==> config.mk <==
export PLATFORM = sky130hd
export DESIGN_NAME = tlb_sa
export DESIGN_NICKNAME = d
export VERILOG_FILES = /design/src/rtl/tlb_pkg.sv /design/src/rtl/tlb_tag_cmp.sv /design/src/rtl/tlb_hit_sel.sv /design/src/rtl/tlb_victim.sv /design/src/rtl/tlb_sa.sv
export SDC_FILE = /design/constraint.sdc
export NUM_CORES = 1
export LEC_CHECK = 0
export CORE_MARGIN = 2
export CORE_UTILIZATION = 55
export CTS_CLUSTER_DIAMETER = 120
export DETAILED_ROUTE_END_ITERATION = 10
export PLACE_DENSITY = 0.76
export SYNTH_ARGS = -nofsm -noshare
export SYNTH_HDL_FRONTEND = slang
export SYNTH_SLANG_ARGS = --single-unit
==> constraint.sdc <==
create_clock -name clk -period 6 [get_ports clk]
set_clock_uncertainty 0.05 [all_clocks]
set_input_delay 1.2 -clock clk [delete_from_list [all_inputs] [get_ports clk]]
set_output_delay 1.2 -clock clk [all_outputs]
set_load 0.005 [all_outputs]
==> src/rtl/tlb_pkg.sv <==
package tlb_pkg;
    parameter int VPN_W  = 8;
    parameter int SET_W  = 2;
    parameter int WAYS   = 4;
    parameter int PPN_W  = 6;
    parameter int PERM_W = 3;

    localparam int SETS  = 1 << SET_W;
    localparam int TAG_W = VPN_W - SET_W;
    localparam int WAY_W = $clog2(WAYS);

    typedef struct packed {
        logic              vld;
        logic [TAG_W-1:0]  tag;
        logic [PPN_W-1:0]  ppn;
        logic [PERM_W-1:0] perm;
    } tlb_ent_t;

    typedef tlb_ent_t [WAYS-1:0] tlb_set_t;

    typedef struct packed {
        tlb_set_t [SETS-1:0]             sets;
        logic     [SETS-1:0][WAY_W-1:0]  rr;
    } tlb_state_t;
endpackage

==> src/rtl/tlb_tag_cmp.sv <==
module tlb_tag_cmp
    import tlb_pkg::*;
(
    input  tlb_set_t          set_i,
    input  logic [TAG_W-1:0]  tag_i,
    output logic [WAYS-1:0]   match_o
);
    for (genvar w = 0; w < WAYS; w++) begin : g_way
        assign match_o[w] = set_i[w].vld && (set_i[w].tag == tag_i);
    end
endmodule

==> src/rtl/tlb_hit_sel.sv <==
module tlb_hit_sel
    import tlb_pkg::*;
(
    input  tlb_set_t           set_i,
    input  logic [WAYS-1:0]    match_i,
    output logic               any_o,
    output logic [PPN_W-1:0]   ppn_o,
    output logic [PERM_W-1:0]  perm_o
);
    always_comb begin
        ppn_o  = '0;
        perm_o = '0;
        for (int w = 0; w < WAYS; w++) begin
            if (match_i[w]) begin
                ppn_o  = ppn_o  | set_i[w].ppn;
                perm_o = perm_o | set_i[w].perm;
            end
        end
    end
    assign any_o = |match_i;
endmodule

==> src/rtl/tlb_victim.sv <==
module tlb_victim
    import tlb_pkg::*;
(
    input  tlb_set_t           set_i,
    input  logic [WAYS-1:0]    match_i,
    input  logic [WAY_W-1:0]   rr_i,
    output logic [WAY_W-1:0]   way_o,
    output logic               adv_o
);
    logic [WAYS-1:0] free;

    for (genvar w = 0; w < WAYS; w++) begin : g_free
        assign free[w] = !set_i[w].vld;
    end

    always_comb begin
        way_o = rr_i;
        adv_o = 1'b1;
        if (|match_i) begin
            adv_o = 1'b0;
            for (int w = WAYS - 1; w >= 0; w--) begin
                if (match_i[w]) way_o = WAY_W'(w);
            end
        end else if (|free) begin
            adv_o = 1'b0;
            for (int w = WAYS - 1; w >= 0; w--) begin
                if (free[w]) way_o = WAY_W'(w);
            end
        end
    end
endmodule

==> src/rtl/tlb_sa.sv <==
module tlb_sa
    import tlb_pkg::*;
(
    input  logic               clk,
    input  logic               rst_n,
    input  logic               flush,
    input  logic               lk_req,
    input  logic [VPN_W-1:0]   lk_vpn,
    output logic               lk_hit,
    output logic               lk_miss,
    output logic [PPN_W-1:0]   lk_ppn,
    output logic [PERM_W-1:0]  lk_perm,
    input  logic               fill_en,
    input  logic [VPN_W-1:0]   fill_vpn,
    input  logic [PPN_W-1:0]   fill_ppn,
    input  logic [PERM_W-1:0]  fill_perm
);
    tlb_state_t st_d, st_q;

    logic [SET_W-1:0]  lk_set, fl_set;
    logic [TAG_W-1:0]  lk_tag, fl_tag;
    tlb_set_t          lk_row, fl_row;
    logic [WAYS-1:0]   lk_match, fl_match;
    logic              lk_any;
    logic [PPN_W-1:0]  sel_ppn;
    logic [PERM_W-1:0] sel_perm;
    logic [WAY_W-1:0]  vic_way;
    logic              vic_adv;

    assign lk_set = lk_vpn[SET_W-1:0];
    assign lk_tag = lk_vpn[VPN_W-1:SET_W];
    assign fl_set = fill_vpn[SET_W-1:0];
    assign fl_tag = fill_vpn[VPN_W-1:SET_W];
    assign lk_row = st_q.sets[lk_set];
    assign fl_row = st_q.sets[fl_set];

    tlb_tag_cmp u_lk_cmp (.set_i(lk_row), .tag_i(lk_tag), .match_o(lk_match));
    tlb_tag_cmp u_fl_cmp (.set_i(fl_row), .tag_i(fl_tag), .match_o(fl_match));

    tlb_hit_sel u_sel (
        .set_i(lk_row), .match_i(lk_match),
        .any_o(lk_any), .ppn_o(sel_ppn), .perm_o(sel_perm)
    );

    tlb_victim u_vic (
        .set_i(fl_row), .match_i(fl_match), .rr_i(st_q.rr[fl_set]),
        .way_o(vic_way), .adv_o(vic_adv)
    );

    always_comb begin
        lk_hit  = lk_req && !flush && lk_any;
        lk_miss = lk_req && !lk_hit;
        lk_ppn  = lk_hit ? sel_ppn  : '0;
        lk_perm = lk_hit ? sel_perm : '0;
    end

    always_comb begin
        st_d = st_q;
        if (flush) begin
            for (int s = 0; s < SETS; s++) begin
                st_d.rr[s] = '0;
                for (int w = 0; w < WAYS; w++) begin
                    st_d.sets[s][w].vld = 1'b0;
                end
            end
        end else if (fill_en) begin
            st_d.sets[fl_set][vic_way].vld  = 1'b1;
            st_d.sets[fl_set][vic_way].tag  = fl_tag;
            st_d.sets[fl_set][vic_way].ppn  = fill_ppn;
            st_d.sets[fl_set][vic_way].perm = fill_perm;
            if (vic_adv) st_d.rr[fl_set] = st_q.rr[fl_set] + 1'b1;
        end
    end

    always_ff @(posedge clk) begin
        if (!rst_n) st_q <= '0;
        else        st_q <= st_d;
    end
endmodule

* After elaboration in Yosys (flattened, before gate mapping)
Index checks and enable logic that the tools add are counted.
Widths: inputs -> output; s select.
** Word-level totals
- Bits in registers :: 264
- Word-level logic and storage cells :: 166
- Bits of input ports :: 30
** Operators by class
- Reductions and logical operators :: 25
- Muxes and demuxes :: 51
- Equal/unequal tests :: 8
- Order comparisons :: 5
- Bitwise operators :: 8
- Add/subtract/negate cells :: 1
** Operators with widths (number)
- $bwmux 256 :: 4
- $demux 64 s2 :: 4
- $mux 64 :: 6
- $bmux 64 s2 :: 2
- $demux 16 s2 :: 4
- $eq 6x6->1 :: 8
- $mux 6 :: 5
- $mux 2 :: 12
- $mux 3 :: 6
- $or 6x6->6 :: 3
- $mux 16 :: 1
- $mux 15 :: 1
- $logic_and 1x1->1 :: 13
- $reduce_or 4->1 :: 3
- $lt 2x3->1 const B :: 3
- $mux 9 :: 1
- $or 3x3->3 :: 3
- $bwmux 8 :: 1
- $logic_not 1->1 :: 6
- $bmux 2 s2 :: 1
- $demux 2 s2 :: 1
- $ge 2x1->1 const B :: 2
- $reduce_and 2->1 :: 2
- $add 2x1->2 const B :: 1
- 3 further kinds :: 5

* Longest topological paths before layout
Gate-level depths: netlist of the first run.
- Depth in word-level cells :: 19
- Depth in mapped cells :: 14

* By module
From an unflattened synthesis of the first run, not the netlist that was laid out.
** Unflattened totals
- Cells, all modules :: 1205
- Area, all modules :: 13618.1 um2
** By module, submodules not included
- tlb_sa :: times used 1, cells each 1093, area an instance 12748.5 um2
- tlb_tag_cmp :: times used 2, cells each 34, area an instance 295.3 um2
- tlb_hit_sel :: times used 1, cells each 32, area an instance 207.7 um2
- tlb_victim :: times used 1, cells each 12, area an instance 71.3 um2

* Worst setup path before layout of the first run
OpenSTA, ideal clock, no wires.
- Path kind :: in2out
- Start point :: input port lk_vpn[1]
- End point :: output port lk_perm[0]
- Cell stages on the path :: 10
- Slack :: 0.724 ns
- Path buffers :: 3
- Arrival :: 4.026 ns
- Cells stage by stage :: buf_2 -> buf_2 -> mux4_2 -> xnor2_1 -> nand4_1 -> nor4_1 -> or4b_2 -> nand3b_1 -> buf_2 -> a21oi_1
** On the way
- Word-level cells in the longest chain between the ends :: 12
** Ends and longest elaborated chain
- start, declared :: line tlb_sa.sv:8 : input logic [VPN_W-1:0] lk_vpn,
- $bmux 64 s2 * :: line tlb_sa.sv:34 : assign lk_row = st_q.sets[lk_set];
- $mux 64 (implied by the code) * :: line tlb_sa.sv:34
- $eq 6x6->1 :: line tlb_tag_cmp.sv:9 : assign match_o[w] = set_i[w].vld && (set_i[w].tag == tag_i);
- $logic_and 1x1->1 :: line tlb_tag_cmp.sv:9
- $mux 3 :: line tlb_hit_sel.sv:14 : if (match_i[w]) begin
- $or 3x3->3 :: line tlb_hit_sel.sv:16 : perm_o = perm_o | set_i[w].perm;
- $mux 3 :: line tlb_hit_sel.sv:14
- $or 3x3->3 :: line tlb_hit_sel.sv:16
- $mux 3 :: line tlb_hit_sel.sv:14
- $or 3x3->3 :: line tlb_hit_sel.sv:16
- $mux 3 :: line tlb_hit_sel.sv:14
- $mux 3 * :: line tlb_sa.sv:54 : lk_perm = lk_hit ? sel_perm : '0;
- end, declared :: line tlb_sa.sv:12 : output logic [PERM_W-1:0] lk_perm,
Mark *: on every way between the ends. The rest lies on a longest branch, timed or not. The select of a mux whose other input is x is not followed.

* Final worst setup path of the first run
- Start point :: input port lk_vpn[1]
- End point :: output port lk_ppn[3]
** On the way
- Word-level cells in the longest chain between the ends :: 12
** Ends and longest elaborated chain
- $bmux 64 s2 * :: line tlb_sa.sv:34
- $mux 64 (implied by the code) * :: line tlb_sa.sv:34
- $eq 6x6->1 :: line tlb_tag_cmp.sv:9
- $logic_and 1x1->1 :: line tlb_tag_cmp.sv:9
- $mux 6 :: line tlb_hit_sel.sv:14
- $or 6x6->6 :: line tlb_hit_sel.sv:15 : ppn_o = ppn_o | set_i[w].ppn;
- $mux 6 :: line tlb_hit_sel.sv:14
- $or 6x6->6 :: line tlb_hit_sel.sv:15
- $mux 6 :: line tlb_hit_sel.sv:14
- $or 6x6->6 :: line tlb_hit_sel.sv:15
- $mux 6 :: line tlb_hit_sel.sv:14
- $mux 6 * :: line tlb_sa.sv:53 : lk_ppn = lk_hit ? sel_ppn : '0;
- end, declared :: line tlb_sa.sv:11 : output logic [PPN_W-1:0] lk_ppn,
Marks and branches as above.

==> results of run 1 <==
[layer usage]
metal	track usage (%)	share of wire, %	vias up
met3	4.020	6.1	87
met2	46.43	49	311
met4	10.31	3.9	2
met5	0	0.048	-
li1	-	-	4214
met1	34.51	41	4625
[worst reg2reg max path, cell delays in order (launching register included)]
cell and delay [ps]:
dfxtp_1 340, mux4_2 480, xnor2_1 220, nand4_1 190, nor4_4 490, nor2_2 150, a211o_1 470, or4_1 520
buf_4 270, mux2i_1 180
[cell families (layout without fill, tap and decap cells)]
kind of cell	Yosys count	count (layout)	synth area share [%]
compound gates	72	72	3.868
xor+xnor	49	49	3.333
buf+inv	109	130	4.023
flops	264	264	41.05
mux	343	343	35.34
simple gates	350	350	12.39
[Yosys cell counts, types with 7 or more instances]
cell,instances
o21ai_0,8
buf_2,18
a22o_1,10
xnor2_1,29
a21oi_1,22
a22oi_1,10
mux2i_1,252
nand2_1,271
buf_1,7
xor2_1,20
clkbuf_1,62
dfxtp_1,264
nor2b_1,14
mux4_2,89
nand4_1,7
nor2_1,9
buf_4,13
[path summary, 6_finish.rpt]
kind	cells after the start	slack, ps	to	from
worst max-delay path	11	410	lk_ppn[3]	lk_vpn[1]
worst min-delay path	2	400	st_q[236]	st_q[236]
worst max register to register	9	2510	st_q[29]	st_q[225]
worst min register to register	2	400	st_q[236]	st_q[236]
[where the power goes]
group	switching [mW]	internal (mW)	leakage (nW)	total, mW
clock	0.728	1.13	0.487	1.86
combinational	0.149	0.0847	3.04	0.234
sequential	0.00643	1.76	2.13	1.77
total	0.883	2.98	5.65	3.86
[final cells by class]
class / count / area share [%]
Timing Repair Buffer: 76 / 4.708
Inverter: 4 / 0.1037
Clock inverter: 13 / 1.451
Clock buffer: 37 / 5.408
Sequential cell: 264 / 36.49
Multi-Input combinational cell: 814 / 49.13
Tap cell: 313 / 2.704
==> metrics.yaml, run 1 <==
run_status: "finished clean"
stdcell_area_mm2: 0.01448
crit_fanout: 21
port_buffers: 40
first_pass_iters: 5
grt_usage_pct: 27.03
io_pins: 41
rsz0062_at_grt: "no"
fin_util_pct: 63.58
hold_class: "reg2reg"
min_period_over_period_pct: 93.10
pre_cts_ws_ps: 458.9
avgSynthCellArea_um2: 10.85
antennaDiodeCount: 0
cp.arrival_ps: 4340
synthArstFlopShare_pct: 0
ys_types: 47
fin_ws_ps: 413.8
grt_antenna_before_repair: 1
gp_congestion: 0.8564
tightest_slew_ps: 855.2
grt_overflow_total: 0
fin_tns_setup_ps: 0
dp.cells: 1471
grt_start_max_net_pins: 113
numClockSinks: 264
cts_buffers: 27
ys_top_cells_by_area: "dfxtp_1 (41%), mux2i_1 (20%), mux4_2 (16%)"
largest_reg_flops: 264
cpMaxStageDelayCell: "mux4_2"
start_util_pct: 56.52
critPathLaunchType: "primary input"
cp_data_required_time_ps: 4750
seq_area_frac_synth_pct: 41.05
h-tree-depth: 1
final_cells: 1521
die_x_um: 157
route.detailed.drc: 0
register_area_mm2: 0.005285
clk_latency_ps: 560
power_density_mw_per_mm2: 266.7
final_nets: 1217
slowest_delay_ps: 540
layout-drive-gt1-share_pct: 16.64
final_common_cell: "nand2_1"
place_hpwl_mm: 21.05
vias: 9239
fillers: 1802
num_rows: 55
viasPerCell: 6.074
syn_to_final_growth_pct: 12.49
power_leakage_nw: 5.654
die_area_mm2: 0.02465
cp_num_buf_inv: 4
cts_setup_buffers: 0
antenna_left: 0
fmax_ghz: 0.1790
drv_slew: 0
finalHoldViolCount: 0
core_area_mm2: 0.02278
synth_top_area_cell: "dfxtp_1"
cts_resized: 0
syn_area_mm2: 0.01287
cp-end-kind: "output pin"
irDropWorstVdd_mv: 0.2481
netlist_instances: 1187
ys.flop_type: "dfxtp_1"
hold_buffers: 0
clkTransAtPathRegs_ps: 60
clockRootBuffer: "clkbuf_16"
detailed_place.area_mm2: 0.01349
crit_chain: "buf_4 > buf_4 > mux4_2 > xnor2_1 > nand4_1 > nor4_2 > or4b_2 > nand3b_1 > buf_4 > a21oi_1 > clkdlybuf4s50_1"
die_h_um: 157
cap_violations: 0
synth_top_area_share_pct: 41.05
synth-seq-cells: 264
syn-num-nets: 1217
cp_top_family: "buffers and inverters"
power_mw: 3.863
cpMostUsedCell: "buf_4"
holdWs_ps: 401.6
reg_top3: "st_q: 264 flops"
ctsLongestPathBuffers: 3
multi_input_area_mm2: 0.007116
layout_common_cells: "nand2_1 (271), dfxtp_1 (264), mux2i_1 (252), mux4_2 (89), buf_4 (36)"
yosys_warnings: 0
first_global_vias: 9070
setup_violations: 0
drt_iter0_drc: 711
cts_tree: "yes"
wirelength_mm: 33.14
slew_headroom_pct: 42.98
grt_pass1_wl_mm: 51.07
largest-register: "st_q"
synth_edf_count: 0
critical_path_class: "in2out"
wire_per_inst_um: 21.79
min_period_ps: 5586
Power figures use the tool's default switching activity.
==> run 2: changes to the inputs <==
--- a/config.mk
+++ b/config.mk
@@ -5,10 +5,11 @@
 export SDC_FILE = /design/constraint.sdc
 export NUM_CORES = 1
 export LEC_CHECK = 0
-export CORE_MARGIN = 2
 export CORE_UTILIZATION = 55
+export CTS_BUF_LIST = sky130_fd_sc_hd__clkbuf_4 sky130_fd_sc_hd__clkbuf_8
 export CTS_CLUSTER_DIAMETER = 120
 export DETAILED_ROUTE_END_ITERATION = 10
+export HOLD_SLACK_MARGIN = 0.06
 export PLACE_DENSITY = 0.76
 export SYNTH_ARGS = -nofsm -noshare
 export SYNTH_HDL_FRONTEND = slang
==> run 2 against run 1 <==
Net effect:
- critical path depth unchanged
- final cell count increased by 2.0%
- first-iteration DRC count increased by 0.14%
- non-clock buffer count increased by 3
- power decreased by 4.2%
- highest routed layer is now met4
- sequential cell count unchanged
- critical endpoint is now lk_perm[2]
- sequential share of layout area increased by 0.095 points
- core utilization decreased by 0.16 points
- routed wire length increased by 3.7%
- hold slack improved by 2.8 ps
==> metrics.yaml, run 2 (synthesized netlist as in run 1, its figures left out) <==
final_cells: 1551
numClockSinks: 264
run_status: "finished clean"
crit_chain: "buf_4 > buf_12 > mux4_2 > xnor2_1 > nand4_1 > nor4_2 > or4b_2 > nand3b_1 > buf_4 > a21oi_1 > clkdlybuf4s50_1"
fin_tns_setup_ps: 0
drv_slew: 0
final_nets: 1236
busiest_layer: "met2"
worst-path-stages: 11
layout_common_cells: "nand2_1 (271), dfxtp_1 (264), mux2i_1 (252), mux4_2 (89), clkbuf_8 (56)"
ctsLongestPathBuffers: 3
cp_top_family: "buffers and inverters"
port_buffers: 40
grt_antenna_before_repair: 0
slew_headroom_pct: 30.69
crit_fanout: 32
fillers: 1843
multi_input_area_mm2: 0.007116
min_period_ps: 5766
num_rows: 55
critPathLaunchType: "primary input"
cts_setup_buffers: 0
first_global_vias: 9672
gp_congestion: 0.8843
viasPerCell: 6.097
vias: 9457
use_met2_pct: 49.51
fmax_ghz: 0.1734
met1_usage_pct: 36.40
largest_reg_flops: 264
finalHoldViolCount: 0
grtUsageMet3_pct: 4.875
setup_violations: 0
cp-end-kind: "output pin"
die_area_mm2: 0.02403
h-tree-depth: 2
grt_overflow_total: 0
hold_buffers: 0
tightest_slew_ps: 1036
critical_path_class: "in2out"
final_common_cell: "nand2_1"
start_util_pct: 56.52
hold_class: "reg2reg"
cts_tree: "yes"
slowest_delay_ps: 560
holdWs_ps: 404.4
io_pins: 41
route.detailed.drc: 0
pre_cts_ws_ps: 312.6
die_h_um: 155
syn_to_final_growth_pct: 12.20
rsz0062_at_grt: "no"
min_period_over_period_pct: 96.11
layout-drive-gt1-share_pct: 18.90
cts_resized: 0
clk_latency_ps: 570
core_area_mm2: 0.02278
cap_violations: 0
power_leakage_nw: 5.676
cpMostUsedCell: "buf_4"
wire_per_inst_um: 22.15
reg_top3: "st_q: 264 flops"
irDropWorstVdd_mv: 0.2341
first_pass_iters: 7
grt_start_max_net_pins: 87
wirelength_mm: 34.36
grt_pass1_wl_mm: 53.52
fin_ws_ps: 233.7
power_density_mw_per_mm2: 256.1
antenna_left: 0
register_area_mm2: 0.005285
cp_data_required_time_ps: 4750
holdPathStages: 2
clockRootBuffer: "clkbuf_8"
cp_num_buf_inv: 4
antennaDiodeCount: 0
largest-register: "st_q"
cts_buffers: 43
place_hpwl_mm: 21.50
drt_iter0_drc: 712
cp.arrival_ps: 4520
grt_usage_pct: 28.98
worst-r2r-cell-count: 9
dp.cells: 1474
clkTransAtPathRegs_ps: 60
die_x_um: 155
cpMaxStageDelayCell: "mux4_2"
-- run 2: changes by cell type in the layout (fill, tap and decap cells not counted), moves of 3 or more --
| cell | delta |
|---|---|
| clkbuf_8 | +49 |
| clkbuf_1 | -3 |
| clkbuf_4 | +11 |
| bufinv_16 | -4 |
| clkbuf_16 | -27 |
| buf_4 | +4 |
-- run 2: area by class of cell --
class,instances,share of cell area (%)
Timing Repair Buffer,79,4.790
Clock inverter,10,0.6410
Multi-Input combinational cell,814,49.26
Clock buffer,67,5.907
Inverter,4,0.1039
Tap cell,313,2.711
Sequential cell,264,36.59
-- run 2: power by group --
| group | total [mW] | internal, mW | leakage [nW] | switching [mW] |
|---|---|---|---|---|
| Clock | 1.70 | 0.954 | 0.502 | 0.742 |
| Sequential | 1.77 | 1.76 | 2.13 | 0.00685 |
| Combinational | 0.234 | 0.0854 | 3.05 | 0.149 |
-- run 2: layer usage --
layer / wire (µm) / up-vias
li1: - / 4252
met4: 1124 / 0
met5: 0 / -
met2: 16670 / 386
met1: 14180 / 4732
met3: 2379 / 87
-- run 2: final timing paths --
| path | start | to | slack (ps) |
|---|---|---|---|
| max | lk_vpn[1] | lk_perm[2] | 230 |
| min | st_q[201] | st_q[201] | 400 |
| max reg2reg | st_q[33] | st_q[212] | 2140 |
| min reg2reg | st_q[201] | st_q[201] | 400 |
-- run 2: tightest hold or removal path, cell delays in order, from the launching register on --
cell and delay, ps:
dfxtp_1 310, nand2_1 50, mux2i_1 50
-- run 2: metrics by stage --
step	power (mW)	util, %	cell area (µm²)
global route	3.812	63.42	14450
finish	3.700	63.42	14450
floorplan	1.969	-	12870
global placement	2.039	59.26	13500
CTS	3.712	63.42	14450
detailed placement	2.041	59.26	13500
